$ cat src/rtl/sec_lock_pkg.sv
package sec_lock_pkg;

    localparam logic [7:0] OP_SET_PW   = 8'hF1;
    localparam logic [7:0] OP_UNLOCK   = 8'hF2;
    localparam logic [7:0] OP_ER_PREP  = 8'hF3;
    localparam logic [7:0] OP_ER_UNIT  = 8'hF4;
    localparam logic [7:0] OP_FREEZE   = 8'hF5;
    localparam logic [7:0] OP_DIS_PW   = 8'hF6;

    localparam int CTRL_SEL_BIT = 0;
    localparam int CTRL_LVL_BIT = 8;

    typedef enum logic [1:0] {
        PH_IDLE = 2'd0,
        PH_DATA = 2'd1,
        PH_EVAL = 2'd2
    } phase_e;

    function automatic logic op_has_payload(input logic [7:0] op);
        return (op == OP_SET_PW) || (op == OP_UNLOCK) ||
               (op == OP_ER_UNIT) || (op == OP_DIS_PW);
    endfunction

endpackage

$ cat src/rtl/sec_pw_capture.sv
module sec_pw_capture #(
    parameter int WORD_W        = 16,
    parameter int PW_WORDS      = 16,
    parameter int PAYLOAD_WORDS = 256,
    localparam int IDX_W        = $clog2(PAYLOAD_WORDS),
    localparam int PW_BITS      = WORD_W * PW_WORDS
) (
    input  logic               clk,
    input  logic               rst_n,
    input  logic               clear,
    input  logic               take,
    input  logic [WORD_W-1:0]  word,
    output logic               sel_master,
    output logic               lvl_max,
    output logic [PW_BITS-1:0] pw,
    output logic               last
);
    import sec_lock_pkg::*;

    logic [IDX_W-1:0]  idx_q;
    logic              sel_q, lvl_q;
    logic [WORD_W-1:0] slot_q [PW_WORDS];

    always_ff @(posedge clk or negedge rst_n) begin
        if (!rst_n) begin
            idx_q <= '0;
        end else if (clear) begin
            idx_q <= '0;
        end else if (take) begin
            idx_q <= idx_q + IDX_W'(1);
        end
    end

    always_ff @(posedge clk or negedge rst_n) begin
        if (!rst_n) begin
            sel_q <= 1'b0;
            lvl_q <= 1'b0;
        end else if (take && idx_q == '0) begin
            sel_q <= word[CTRL_SEL_BIT];
            lvl_q <= word[CTRL_LVL_BIT];
        end
    end

    for (genvar g = 0; g < PW_WORDS; g++) begin : g_slot
        always_ff @(posedge clk or negedge rst_n) begin
            if (!rst_n) begin
                slot_q[g] <= '0;
            end else if (take && idx_q == IDX_W'(g + 1)) begin
                slot_q[g] <= word;
            end
        end
        assign pw[g*WORD_W +: WORD_W] = slot_q[g];
    end

    assign sel_master = sel_q;
    assign lvl_max    = lvl_q;
    assign last       = take && (idx_q == IDX_W'(PAYLOAD_WORDS - 1));

endmodule

$ cat src/rtl/sec_pw_compare.sv
module sec_pw_compare #(
    parameter int WORD_W   = 16,
    parameter int PW_WORDS = 16,
    localparam int PW_BITS = WORD_W * PW_WORDS
) (
    input  logic [PW_BITS-1:0] cand,
    input  logic [PW_BITS-1:0] user_pw,
    input  logic [PW_BITS-1:0] master_pw,
    output logic               user_hit,
    output logic               master_hit
);
    logic [PW_WORDS-1:0] u_eq, m_eq;

    for (genvar g = 0; g < PW_WORDS; g++) begin : g_eq
        assign u_eq[g] = (cand[g*WORD_W +: WORD_W] == user_pw[g*WORD_W +: WORD_W]);
        assign m_eq[g] = (cand[g*WORD_W +: WORD_W] == master_pw[g*WORD_W +: WORD_W]);
    end

    assign user_hit   = &u_eq;
    assign master_hit = &m_eq;

endmodule

$ cat src/rtl/sec_lock_top.sv
module sec_lock_top #(
    parameter int WORD_W        = 16,
    parameter int PW_WORDS      = 16,
    parameter int PAYLOAD_WORDS = 256,
    parameter int MAX_TRIES     = 5
) (
    input  logic              clk,
    input  logic              rst_n,
    input  logic              hard_rst,
    input  logic              cmd_valid,
    input  logic [7:0]        cmd_op,
    input  logic              wr_valid,
    input  logic [WORD_W-1:0] wr_data,
    output logic              done,
    output logic              aborted,
    output logic              erase_req,
    output logic              sec_enabled,
    output logic              sec_locked,
    output logic              sec_frozen,
    output logic              sec_level_max,
    output logic              erase_armed
);
    import sec_lock_pkg::*;

    localparam int PW_BITS = WORD_W * PW_WORDS;
    localparam int FAIL_W  = $clog2(MAX_TRIES + 1);

    typedef struct packed {
        phase_e             ph;
        logic [7:0]         op;
        logic               en;
        logic               lk;
        logic               fz;
        logic               lvl;
        logic               arm;
        logic [FAIL_W-1:0]  fails;
        logic [PW_BITS-1:0] upw;
        logic [PW_BITS-1:0] mpw;
        logic               done;
        logic               abrt;
        logic               ers;
    } st_t;

    st_t st_d, st_q;

    logic               take, clear, last;
    logic               sel_master, lvl_bit;
    logic [PW_BITS-1:0] cand_pw;
    logic               user_hit, master_hit;
    logic               pass_unlock, pass_erase, exhausted;
    logic [7:0]         cur_op;

    assign take  = (st_q.ph == PH_DATA) && wr_valid;
    assign clear = ((st_q.ph == PH_IDLE) && cmd_valid) || hard_rst;

    sec_pw_capture #(
        .WORD_W        (WORD_W),
        .PW_WORDS      (PW_WORDS),
        .PAYLOAD_WORDS (PAYLOAD_WORDS)
    ) u_capture (
        .clk        (clk),
        .rst_n      (rst_n),
        .clear      (clear),
        .take       (take),
        .word       (wr_data),
        .sel_master (sel_master),
        .lvl_max    (lvl_bit),
        .pw         (cand_pw),
        .last       (last)
    );

    sec_pw_compare #(
        .WORD_W   (WORD_W),
        .PW_WORDS (PW_WORDS)
    ) u_compare (
        .cand       (cand_pw),
        .user_pw    (st_q.upw),
        .master_pw  (st_q.mpw),
        .user_hit   (user_hit),
        .master_hit (master_hit)
    );

    assign exhausted   = (st_q.fails >= FAIL_W'(MAX_TRIES));
    assign pass_unlock = sel_master ? (master_hit && !st_q.lvl) : user_hit;
    assign pass_erase  = sel_master ? master_hit : user_hit;

    always_comb begin
        st_d      = st_q;
        st_d.done = 1'b0;
        st_d.abrt = 1'b0;
        st_d.ers  = 1'b0;

        unique case (st_q.ph)
            PH_IDLE: begin
                if (cmd_valid) begin
                    st_d.op = cmd_op;
                    if (cmd_op != OP_ER_UNIT) begin
                        st_d.arm = 1'b0;
                    end
                    st_d.ph = op_has_payload(cmd_op) ? PH_DATA : PH_EVAL;
                end
            end
            PH_DATA: begin
                if (last) begin
                    st_d.ph = PH_EVAL;
                end
            end
            PH_EVAL: begin
                st_d.ph   = PH_IDLE;
                st_d.done = 1'b1;
                unique case (st_q.op)
                    OP_SET_PW: begin
                        if (st_q.fz || st_q.lk) begin
                            st_d.abrt = 1'b1;
                        end else if (sel_master) begin
                            st_d.mpw = cand_pw;
                        end else begin
                            st_d.upw = cand_pw;
                            st_d.en  = 1'b1;
                            st_d.lvl = lvl_bit;
                        end
                    end
                    OP_UNLOCK: begin
                        if (st_q.fz || exhausted) begin
                            st_d.abrt = 1'b1;
                        end else if (st_q.en) begin
                            if (pass_unlock) begin
                                st_d.lk = 1'b0;
                            end else begin
                                st_d.abrt  = 1'b1;
                                st_d.fails = st_q.fails + FAIL_W'(1);
                            end
                        end
                    end
                    OP_ER_PREP: begin
                        if (st_q.fz) begin
                            st_d.abrt = 1'b1;
                        end else begin
                            st_d.arm = 1'b1;
                        end
                    end
                    OP_ER_UNIT: begin
                        st_d.arm = 1'b0;
                        if (st_q.fz || !st_q.arm || exhausted || !pass_erase) begin
                            st_d.abrt = 1'b1;
                        end else begin
                            st_d.ers = 1'b1;
                            st_d.en  = 1'b0;
                            st_d.lk  = 1'b0;
                            st_d.lvl = 1'b0;
                            st_d.upw = '0;
                        end
                    end
                    OP_FREEZE: begin
                        st_d.fz = 1'b1;
                    end
                    OP_DIS_PW: begin
                        if (st_q.fz) begin
                            st_d.abrt = 1'b1;
                        end else if (st_q.en) begin
                            if (pass_unlock) begin
                                st_d.en  = 1'b0;
                                st_d.lk  = 1'b0;
                                st_d.lvl = 1'b0;
                                st_d.upw = '0;
                            end else begin
                                st_d.abrt = 1'b1;
                            end
                        end
                    end
                    default: ;
                endcase
            end
            default: st_d.ph = PH_IDLE;
        endcase

        if (hard_rst) begin
            st_d.ph    = PH_IDLE;
            st_d.fz    = 1'b0;
            st_d.arm   = 1'b0;
            st_d.fails = '0;
            st_d.lk    = st_q.en;
            st_d.done  = 1'b0;
            st_d.abrt  = 1'b0;
            st_d.ers   = 1'b0;
        end
    end

    always_ff @(posedge clk or negedge rst_n) begin
        if (!rst_n) begin
            st_q <= '0;
        end else begin
            st_q <= st_d;
        end
    end

    assign cur_op        = st_q.op;
    assign done          = st_q.done;
    assign aborted       = st_q.abrt;
    assign erase_req     = st_q.ers;
    assign sec_enabled   = st_q.en;
    assign sec_locked    = st_q.lk;
    assign sec_frozen    = st_q.fz;
    assign sec_level_max = st_q.lvl;
    assign erase_armed   = st_q.arm;

endmodule

$ cat config.mk
export PLATFORM = sky130hd
export DESIGN_NAME = sec_lock_top
export DESIGN_NICKNAME = d
export VERILOG_FILES = /design/src/rtl/sec_lock_pkg.sv /design/src/rtl/sec_pw_capture.sv /design/src/rtl/sec_pw_compare.sv /design/src/rtl/sec_lock_top.sv
export SDC_FILE = /design/constraint.sdc
export NUM_CORES = 2
export LEC_CHECK = 0
export BUFFER_PORTS_ARGS = -buffer_cell sky130_fd_sc_hd__buf_4
export CAP_MARGIN = 20
export CORE_MARGIN = 2
export CORE_UTILIZATION = 58
export DETAILED_ROUTE_END_ITERATION = 10
export GPL_TIMING_DRIVEN = 0
export HOLD_SLACK_MARGIN = 0.12
export PLACE_DENSITY = 0.79
export SLEW_MARGIN = 40
export SYNTH_ARGS = -nofsm -noshare
export SYNTH_HDL_FRONTEND = slang
export SYNTH_SLANG_ARGS = --single-unit
$ cat constraint.sdc
create_clock -name clk -period 3 [get_ports clk]
set_clock_uncertainty 0.15 [all_clocks]
set_input_delay 0 -clock clk [delete_from_list [all_inputs] [get_ports clk]]
set_output_delay 0 -clock clk [all_outputs]
set_load 0.02 [all_outputs]
==> impl_metrics.toml <==
[run_status]
status = "complete, but fails checks"
violations = "negative setup slack"

[route]
wl_mm = 176
postRouteAntennaNets = 0
vias = 35500
wl_per_cell_um = 34.9
routed-wl-met3_mm = 25.6
wl_met1_mm = 61.9
drc = 0
wl_met2_mm = 70.3
drt_iter0_markers = 5289
vias_per_cell = 7.02
highest_layer = "met5"
drtPass1Iterations = 8

[timing]
slew_viol_final = 0
fin_hold_ws_ns = 0.149
period_share_pct = 135
setup_slack_ns = -1.04
max-slew-margin-rel_pct = 31.2
final_hold_viol_count = 0
max_slew.worst_pin.slew_ns = 1.03
rsz0062_at_grt = "yes"
fmax_mhz = 247
setup_viol = 271
fin_crit_ns = 4.04

[placed_design]
placed_cell_area_um2 = 44000
place_congestion = 1.08
port_buffers = 36
dpl.hpwl_mm = 122

[setup_path]
crit-reg2reg-launch = "u_capture.pw[193]"
cp_num_buf_inv = 5
worstPathCellList = "xnor2_1 > nand4_1 > nor4_4 > nand4_1 > nor3_2 > a22o_1 > buf_6 > o21ai_4 > buf_6 > buf_6 > clkbuf_16 > buf_12 > o211ai_2"
arrival_ns = 4.46
crit_path_max_incr_delay_ns = 0.51
slowest_stage = "xnor2_1"
crit_top_cell = "buf_6"
start_kind = "register"
cp-end-kind = "register"
critPathLaunch = "u_capture.pw[193]"
cp_max_fo = 5
cp.required_ns = 3.42
criticalPathCategory = "register to register"
cpLargestDelayFamily = "simple AND/OR/NAND/NOR gates"

[global_routing]
antenna_found_initial = 26
grt_pass1_wl_mm = 239
grt_usage_pct = 45.5
first_global_vias = 32800
grt-ovfl-total = 0
grt_max_degree = 113

[cts]
clk_pin_slew_ns = 0.07
htree_levels = 3
numCtsBuffers = 86
clock_latency_ns = 0.67
cts_buffer_depth = 3
cts_sinks = 799
cts_tree = "yes"
cts-root-buf = "clkbuf_16"

[die]
rows = 98
initial_utilization_pct = 58.7
core_area_um2 = 71500
fp.dieH_um = 273
dieArea_um2 = 74500
io_pins = 37
die_w_um = 273

[synth]
netlist_area_um2 = 41900
synth_flop_cell = "dfrtp_1"
synth.top_cell.area_share_pct = 47.7
ys_seq_area_share_pct = 47.7
synth_area_leaders = "dfrtp_1 48%, mux2_2 14%, xnor2_1 7.0%"
synth-edff-count = 0
synth.most_common_cell = "dfrtp_1"
ys_types = 50
ys_top_cells_by_count = "799 x dfrtp_1, 523 x mux2_2, 337 x xnor2_1"
yosysTopAreaCell = "dfrtp_1"
ys_warn_count = 0
ys_ff_latch = 799
synthesis.nets = 3770
syn_area_per_cell_um2 = 11.2
synth_cells = 3735
synth-async-reset-ratio_pct = 100

[pwr]
ir_drop_uv = 489
p_leak_nw = 24.1
pwr_density_cell_nw_per_um2 = 445

[final_layout]
finish.instance_area_um2 = 52100
fin_nets = 4049
syn_to_final_growth_pct = 24.2
drive_above_1_share_pct = 34.3

[min_path]
hold_path.class = "input pin to register"
min_from = "wr_data[12]"

[job]
cap_violations = 0
worst paths after layout:
check	to	cells past startpoint	slack, ns
hold / removal	u_capture.pw[156]	3	0.15
min in group asynchronous	cur_op[5]	4	0.55
setup reg to reg	st_q[324]	13	-1.04
setup / recovery	st_q[324]	13	-1.04
hold reg to reg	st_q[256]	2	0.35
max in group asynchronous	u_capture.pw[130]	7	0.28
state kept, by name, indices dropped and copies added (netlist names):
| register | count |
|---|---|
| u_capture.sel_master | 1 |
| u_capture.pw | 256 |
| sec_enabled | 1 |
| erase_req | 1 |
| erase_armed | 1 |
| u_capture.idx_q | 8 |
| sec_frozen | 1 |
| st_q | 517 |
| done | 1 |
| sec_level_max | 1 |
| cur_op | 8 |
| aborted | 1 |
| u_capture.lvl_max | 1 |
| sec_locked | 1 |
per-layer routing:
metal / vias to the layer above / GRT usage [%]
li1: 14100 / -
met4: 22 / 35.8
met3: 794 / 16.7
met1: 17900 / 58.5
met5: - / 1.86
met2: 2692 / 61.6
cells in the final DEF (no fill, tap or decap), types with 74 or more instances in the layout:
cell and instances:
o211ai_2 170, nor2b_1 263, mux2_2 522, a31oi_1 163
clkbuf_16 127, nand2_1 261, clkbuf_1 123, nand4_1 105
dfrtp_1 778, xor2_1 165, xnor2_1 278, clkbuf_2 76
a31oi_4 74, nand3_1 284
layout make-up:
class                           count  area, um2
Timing Repair Buffer              196       2760
Clock inverter                     20        176
Clock buffer                      132       2600
Multi-Input combinational cell   2653      23100
Fill cell                        4583      19400
Inverter                           10       37.5
Buffer                            268       2100
Sequential cell                   799      20000
Tap cell                          950       1190
Antenna cell                       23       57.6
through the flow:
step / instances / utilization [%] / power [mW] / setup TNS, ns / setup WS (ns)
floorplan: 3735 / - / 11.5 / 0 / 0.133
global placement: 4721 / 60.7 / 12.3 / -6576.63 / -7.62
detailed placement: 4742 / 61.6 / 12.4 / -499.90 / -1.79
CTS: 5000 / 69.7 / 23.0 / -174.70 / -0.739
global route: 5030 / 72.8 / 23.6 / -203.64 / -0.883
finish: 5051 / 72.8 / 23.2 / -243.40 / -1.04
worst min-delay path, cell delays in order:
cell and delay, ns:
dlygate4sd3_1 0.53, buf_4 0.22, mux2_2 0.18
what timing repair did:
item | in CTS | in global routing
pin swaps | 135 | 140
resized for setup | 377 | 319
hold buffers | 38 | 0
cloned | 25 | 22
setup buffers | 47 | 14
endpoints found under the hold margin | 436 | 0
endpoints found under the setup margin | 578 | 536
kinds of logic after synthesis:
kind of cell,after synthesis,share of synthesized area [%]
simple gates,1059,13.2
flops,799,47.7
compound gates,546,11.1
mux,524,14.1
xor+xnor,518,10.8
buf+inv,283,2.94
fa+ha+maj,6,0.179
power breakdown:
group / total (mW) / switching (mW) / leakage (nW) / internal (mW)
clock: 10.7 / 4.60 / 1.38 / 6.12
combinational: 1.64 / 1.26 / 11.7 / 0.383
sequential: 10.8 / 0.0284 / 11.1 / 10.8
Power figures use the tool's default switching activity.
